==> src/rtl/cmp_timer_pkg.sv <==
package cmp_timer_pkg;

    localparam int unsigned REG_AW = 4;

    typedef enum logic [1:0] {
        WM_16 = 2'd0,
        WM_08 = 2'd1,
        WM_24 = 2'd2,
        WM_32 = 2'd3
    } width_mode_e;

    localparam logic [REG_AW-1:0] A_GO      = 4'd0;
    localparam logic [REG_AW-1:0] A_HALT    = 4'd1;
    localparam logic [REG_AW-1:0] A_ZERO    = 4'd2;
    localparam logic [REG_AW-1:0] A_WIDTH   = 4'd3;
    localparam logic [REG_AW-1:0] A_PRESC   = 4'd4;
    localparam logic [REG_AW-1:0] A_CC_BASE = 4'd8;
    localparam logic [REG_AW-1:0] A_EV_BASE = 4'd12;

    // number of counter bits selected by a width mode
    function automatic int mode_bits(width_mode_e m);
        case (m)
            WM_08:   return 8;
            WM_24:   return 24;
            WM_32:   return 32;
            default: return 16;
        endcase
    endfunction

endpackage

==> src/rtl/cmp_timer_presc.sv <==
module cmp_timer_presc #(
    parameter int unsigned PRESC_MAX = 9,
    parameter int unsigned SEL_W     = 4
) (
    input  logic             clk_i,
    input  logic             rst_ni,
    input  logic             run_i,
    input  logic             tick_i,
    input  logic             restart_i,
    input  logic [SEL_W-1:0] presc_i,
    output logic             step_o
);
    localparam int unsigned PW = (PRESC_MAX > 0) ? PRESC_MAX : 1;

    typedef struct packed {
        logic [PW-1:0] div;
    } presc_state_t;

    presc_state_t ps_d, ps_q;
    logic [PW-1:0] mask;

    always_comb begin
        for (int b = 0; b < int'(PW); b++) begin
            mask[b] = (b < int'(presc_i));
        end
        ps_d   = ps_q;
        step_o = run_i && tick_i && !restart_i && ((ps_q.div & mask) == mask);
        if (restart_i) begin
            ps_d.div = '0;
        end else if (run_i && tick_i) begin
            ps_d.div = ps_q.div + 1'b1;
        end
    end

    always_ff @(posedge clk_i or negedge rst_ni) begin
        if (!rst_ni) ps_q <= '0;
        else         ps_q <= ps_d;
    end

endmodule

==> src/rtl/cmp_timer_count.sv <==
module cmp_timer_count #(
    parameter int unsigned CNT_W  = 32,
    parameter int unsigned NUM_CC = 4
) (
    input  logic                             clk_i,
    input  logic                             rst_ni,
    input  logic                             step_i,
    input  logic                             clear_i,
    input  logic [CNT_W-1:0]                 wmask_i,
    input  logic [NUM_CC-1:0][CNT_W-1:0]     cc_i,
    output logic [CNT_W-1:0]                 count_o,
    output logic [NUM_CC-1:0]                hit_o
);
    typedef struct packed {
        logic [CNT_W-1:0] count;
    } cnt_state_t;

    cnt_state_t cs_d, cs_q;
    logic [CNT_W-1:0] nxt;

    always_comb begin
        nxt  = (cs_q.count + 1'b1) & wmask_i;
        cs_d = cs_q;
        if (clear_i)     cs_d.count = '0;
        else if (step_i) cs_d.count = nxt;
    end

    // one equality comparator per compare channel
    for (genvar g = 0; g < int'(NUM_CC); g++) begin : g_cmp
        assign hit_o[g] = step_i && !clear_i && (nxt == (cc_i[g] & wmask_i));
    end

    always_ff @(posedge clk_i or negedge rst_ni) begin
        if (!rst_ni) cs_q <= '0;
        else         cs_q <= cs_d;
    end

    assign count_o = cs_q.count;

endmodule

==> src/rtl/cmp_timer_events.sv <==
module cmp_timer_events #(
    parameter int unsigned NUM_CC = 4
) (
    input  logic              clk_i,
    input  logic              rst_ni,
    input  logic [NUM_CC-1:0] set_i,
    input  logic [NUM_CC-1:0] clr_i,
    output logic [NUM_CC-1:0] ev_o
);
    typedef struct packed {
        logic [NUM_CC-1:0] flag;
    } ev_state_t;

    ev_state_t es_d, es_q;

    // a set on the same cycle as a clear wins, so no hit is lost
    always_comb begin
        es_d      = es_q;
        es_d.flag = (es_q.flag & ~clr_i) | set_i;
    end

    always_ff @(posedge clk_i or negedge rst_ni) begin
        if (!rst_ni) es_q <= '0;
        else         es_q <= es_d;
    end

    assign ev_o = es_q.flag;

endmodule

==> src/rtl/cmp_timer.sv <==
module cmp_timer
    import cmp_timer_pkg::*;
#(
    parameter int unsigned DATA_W    = 32,
    parameter int unsigned CNT_W     = 32,
    parameter int unsigned NUM_CC    = 4,
    parameter int unsigned PRESC_MAX = 9
) (
    input  logic              clk_i,
    input  logic              rst_ni,
    input  logic              tick_i,
    input  logic              bus_wr_i,
    input  logic              bus_rd_i,
    input  logic [3:0]        bus_addr_i,
    input  logic [DATA_W-1:0] bus_wdata_i,
    output logic [DATA_W-1:0] bus_rdata_o,
    output logic              bus_rvalid_o
);
    localparam int unsigned SEL_W = $clog2(PRESC_MAX + 1);

    typedef struct packed {
        logic                         run;
        width_mode_e                  mode;
        logic [SEL_W-1:0]             presc;
        logic [NUM_CC-1:0][CNT_W-1:0] cc;
        logic [DATA_W-1:0]            rdata;
        logic                         rvalid;
    } top_state_t;

    top_state_t st_d, st_q;

    logic              go_req, halt_req, zero_req;
    logic [NUM_CC-1:0] ev_clr;
    logic [NUM_CC-1:0] hit;
    logic [NUM_CC-1:0] ev;
    logic [CNT_W-1:0]  wmask;
    logic [CNT_W-1:0]  count_w;
    logic              step;
    logic              run_w;
    logic [1:0]        mode_w;
    logic [SEL_W-1:0]  presc_w;

    assign run_w   = st_q.run;
    assign mode_w  = st_q.mode;
    assign presc_w = st_q.presc;

    // width mask from the active mode
    always_comb begin
        for (int b = 0; b < int'(CNT_W); b++) begin
            wmask[b] = (b < mode_bits(st_q.mode));
        end
    end

    // register decode and next state
    always_comb begin
        st_d        = st_q;
        st_d.rvalid = bus_rd_i;

        go_req   = bus_wr_i && (bus_addr_i == A_GO)   && bus_wdata_i[0];
        halt_req = bus_wr_i && (bus_addr_i == A_HALT) && bus_wdata_i[0];
        zero_req = bus_wr_i && (bus_addr_i == A_ZERO) && bus_wdata_i[0];

        if (go_req)   st_d.run = 1'b1;
        if (halt_req) st_d.run = 1'b0;

        if (bus_wr_i && !st_q.run) begin
            if (bus_addr_i == A_WIDTH) begin
                st_d.mode = width_mode_e'(bus_wdata_i[1:0]);
            end
            if (bus_addr_i == A_PRESC) begin
                if (bus_wdata_i > DATA_W'(PRESC_MAX)) st_d.presc = SEL_W'(PRESC_MAX);
                else                                   st_d.presc = bus_wdata_i[SEL_W-1:0];
            end
        end

        for (int i = 0; i < int'(NUM_CC); i++) begin
            if (bus_wr_i && (bus_addr_i == A_CC_BASE + REG_AW'(i))) begin
                st_d.cc[i] = bus_wdata_i[CNT_W-1:0];
            end
            ev_clr[i] = bus_wr_i && (bus_addr_i == A_EV_BASE + REG_AW'(i)) && !bus_wdata_i[0];
        end

        if (bus_rd_i) begin
            st_d.rdata = '0;
            if (bus_addr_i == A_WIDTH) st_d.rdata[1:0]       = st_q.mode;
            if (bus_addr_i == A_PRESC) st_d.rdata[SEL_W-1:0] = st_q.presc;
            for (int i = 0; i < int'(NUM_CC); i++) begin
                if (bus_addr_i == A_CC_BASE + REG_AW'(i)) st_d.rdata[CNT_W-1:0] = st_q.cc[i];
                if (bus_addr_i == A_EV_BASE + REG_AW'(i)) st_d.rdata[0]         = ev[i];
            end
        end
    end

    always_ff @(posedge clk_i or negedge rst_ni) begin
        if (!rst_ni) st_q <= '0;
        else         st_q <= st_d;
    end

    cmp_timer_presc #(
        .PRESC_MAX (PRESC_MAX),
        .SEL_W     (SEL_W)
    ) presc_i (
        .clk_i     (clk_i),
        .rst_ni    (rst_ni),
        .run_i     (st_q.run),
        .tick_i    (tick_i),
        .restart_i (zero_req),
        .presc_i   (st_q.presc),
        .step_o    (step)
    );

    cmp_timer_count #(
        .CNT_W  (CNT_W),
        .NUM_CC (NUM_CC)
    ) count_i (
        .clk_i   (clk_i),
        .rst_ni  (rst_ni),
        .step_i  (step),
        .clear_i (zero_req),
        .wmask_i (wmask),
        .cc_i    (st_q.cc),
        .count_o (count_w),
        .hit_o   (hit)
    );

    cmp_timer_events #(
        .NUM_CC (NUM_CC)
    ) events_i (
        .clk_i  (clk_i),
        .rst_ni (rst_ni),
        .set_i  (hit),
        .clr_i  (ev_clr),
        .ev_o   (ev)
    );

    assign bus_rdata_o  = st_q.rdata;
    assign bus_rvalid_o = st_q.rvalid;

endmodule

==> config.mk <==
export PLATFORM = sky130hd
export DESIGN_NAME = cmp_timer
export DESIGN_NICKNAME = d
export VERILOG_FILES = /design/src/rtl/cmp_timer_pkg.sv /design/src/rtl/cmp_timer_presc.sv /design/src/rtl/cmp_timer_count.sv /design/src/rtl/cmp_timer_events.sv /design/src/rtl/cmp_timer.sv
export SDC_FILE = /design/constraint.sdc
export NUM_CORES = 1
export LEC_CHECK = 0
export ABC_AREA = 1
export BUFFER_PORTS_ARGS = -buffer_cell sky130_fd_sc_hd__buf_4
export CAP_MARGIN = 10
export CELL_PAD_IN_SITES_DETAIL_PLACEMENT = 1
export CELL_PAD_IN_SITES_GLOBAL_PLACEMENT = 1
export CORE_MARGIN = 4
export CORE_UTILIZATION = 49
export DETAILED_ROUTE_END_ITERATION = 7
export GPL_ROUTABILITY_DRIVEN = 0
export PLACE_DENSITY_LB_ADDON = 0.1
export SLEW_MARGIN = 20
export SYNTH_ARGS = -nofsm -noshare
export SYNTH_HDL_FRONTEND = slang
export SYNTH_SLANG_ARGS = --single-unit
==> constraint.sdc <==
create_clock -name clk_i -period 3.5 [get_ports clk_i]
set_clock_uncertainty 0.1 [all_clocks]
set_input_delay 0.35 -clock clk_i [delete_from_list [all_inputs] [get_ports clk_i]]
set_output_delay 0.35 -clock clk_i [all_outputs]
set_load 0.01 [all_outputs]
==> metrics <==
Tmin final 3070 ps; Die ar. 28300 um^2; Period Utilization, post-route 87.8%; buffer count from post-CTS setup fixing 0; clock sink count 213; worst-path fanout max 13; Sw Ratio 40.6%; Power Density 648 nW/um^2; Pre-antenna DRT Iters 5; Congestion Overflow GR 0; worst vdd ir 0.409 mV; fraction of layout cells with a size suffix above 1 10.6%; clk slew on worst S/H paths 60 ps; outcome completed; global-route wire length before repair 71600 um; sequential share of power 39.1%; Max-Cap Viols 0; clk root buf clkbuf_16; most common cell after layout, fill and taps aside nand2_1; Total Wirelength 44200 um; flops & latches, synth 213; vias in the first global route 13530; sequential fraction of the synthesis area 42.3%; Syn Nets 1829; Core Box Area 25300 um^2; Area growth syn-to-layout 14.2%; Post-DRT Antenna Nets 0; FMAX 325 MHz; I/O pin cnt 74; RSZ-0062 raised after global routing false; Longest Clk Path Bufs 3; Setup Viol. Count Final 0; Post-synth EDFFs 0; slew at the pin with the worst max-slew slack 868 ps; nets@finish 1886; Final Max Slew Viols 0; Row Count 58; critical path required time 3870 ps; DRC violations left 0; GRT Util Overall 31.1%; Clock Power Share 27.4%; per-cell routed wire length 20.2 um; Syn Area/Cell 7.07 um^2; Hold Vio Cnt, Final 0; clk_lat worst skew 530 ps; n_diodes 0; worst hold margin 48.2 ps; critical path class reg2reg; CTS tree yes; max_slew headroom 42.1%; post-CTS resize count 0; Final TNS setup 0 ps; largest net degree at the start of global routing 84; hpwl dp 32000 um; part of the power in combinational logic 33.6%; Avg Vias per Cell 5.92; Port Buffers 73; crit path DAT 3440 ps; top_reg_cell synth dfrtp_1; synthesized area 12600 um^2; internal power 5.53 mW; Netlist cell types 38; leakage power 6.92 nW; fin util 57.0%; yosys warns 0; most frequent cells in the layout 501 x nand2_1, 213 x dfrtp_1, 203 x o21ai_0; Worst setup EP type flip-flop; min-delay worst type in2reg; Detailed Route Iter0 Violations 987; Die Width 168 um; asr flop ratio synth 100%; Psw 3.79 mW; initial antenna violation count 0; Post-Synthesis Cells 1782; H-tree depth 1; Starting Density 49.9%; Setup crit start kind flip-flop; Num CTS Buffers 25; die height 168 um; DR vias 12945
synthesized netlist by cell type, types with 3 or more instances:
cell	count	share of area, %
nor3_1	6	0.24
a221oi_1	24	1.7
inv_1	187	5.6
xor2_1	6	0.42
o32ai_1	5	0.35
o21ai_1	4	0.16
o2111ai_1	3	0.21
nand3_2	10	0.79
buf_1	3	0.089
buf_2	12	0.48
nor2_4	9	0.80
o22ai_1	47	2.3
o31ai_1	4	0.24
a21oi_1	15	0.60
dfrtp_1	213	42
nand2_1	505	15
nor2_2	4	0.20
ha_1	6	0.60
nor2_1	178	5.3
a31oi_1	5	0.25
clkbuf_1	58	1.7
nand4_1	100	5.0
nand3_1	132	5.2
nand2_2	21	1.0
o21ai_0	203	8.1
inv_2	5	0.15
critical path, cell delays in order (launching register included):
cell and delay [ps]:
dfrtp_1 670, ha_1 360, nand2_1 160, nor2_4 250, nand2_2 200, nor2_1 140
nand2_1 110, nand2_2 120, nand2_2 90, nor2_1 140, nor2_1 60, nor2_1 80
nand2_1 80, nor2_1 220, nand4_1 150, nand2_1 90
path summary, 6_finish.rpt:
kind / from / endpoint / slack, ps / depth (start not counted)
setup / recovery: count_i.count_o[0] / events_i.ev_o[0] / 430 / 15
min in group asynchronous: rst_ni / st_q[37] / 310 / 2
hold reg to reg: st_q[50] / st_q[50] / 390 / 2
max in group asynchronous: rst_ni / st_q[64] / 2150 / 3
setup reg to reg: count_i.count_o[0] / events_i.ev_o[0] / 430 / 15
hold / removal: bus_wdata_i[21] / st_q[86] / 50 / 3
through the flow:
stage	area, um^2	std cells	power (mW)	setup slack [ps]
2_1_floorplan	12600	1782	5.65	1470
3_3_place_gp	13500	2137	6.57	604
3_5_place_dp	13500	2137	6.71	488
4_1_cts	14400	2185	9.31	442
5_1_grt	14400	2185	9.96	197
6_report	14400	2185	9.32	426
power by group through the flow:
| stage | Sequential, mW | Clock [mW] | Combinational [mW] |
|---|---|---|---|
| 5_1_grt | 3.71 | 2.69 | 3.56 |
| 4_1_cts | 3.62 | 2.58 | 3.11 |
| 3_3_place_gp | 3.62 | 0 | 2.95 |
| 6_report | 3.64 | 2.55 | 3.13 |
| 2_1_floorplan | 3.45 | 0 | 2.20 |
| 3_5_place_dp | 3.64 | 0 | 3.07 |
flip-flops by register name, indices dropped and copies added, names as in the netlist:
register and count:
mode_w 2, run_w 1, presc_i.ps_q 9, st_q 128, bus_rvalid_o 1, count_i.count_o 32
bus_rdata_o 32, events_i.ev_o 4, presc_w 4
cells by family (layout without fill, tap and decap cells):
logic type,Yosys count,count (layout),share of synthesized area (%)
flip-flops,213,213,42.3
buffers and inverters,267,340,8.08
AND/OR/NAND/NOR,971,971,34.0
XOR/XNOR,6,6,0.417
AO/OA/AOI/OAI,319,319,14.6
adder cells (fa/ha/maj),6,6,0.596
timing repair:
| action | 4_1_cts | 5_1_grt |
|---|---|---|
| hold buffers | 5 | 0 |
| endpoints found under the setup margin | 0 | 0 |
| hold endpoints to repair | 85 | 0 |
layout make-up:
| cell class | count | area (um^2) |
|---|---|---|
| Timing Repair Buffer | 103 | 856 |
| Inverter | 194 | 728 |
| Clock inverter | 3 | 21.3 |
| Clock buffer | 40 | 772 |
| Multi-Input combinational cell | 1302 | 6260 |
| Sequential cell | 213 | 5330 |
| Tap cell | 330 | 413 |
| Fill cell | 3288 | 10900 |
routing by layer:
layer | vias up | global-route usage, % | wire [um]
met1 | 6414 | 40.8 | 18900
li1 | 6068 | - | -
met4 | 0 | 9.53 | 1470
met3 | 84 | 4.88 | 2530
met2 | 379 | 53.1 | 21200
met5 | - | 0 | 0
Power figures use the tool's default switching activity.
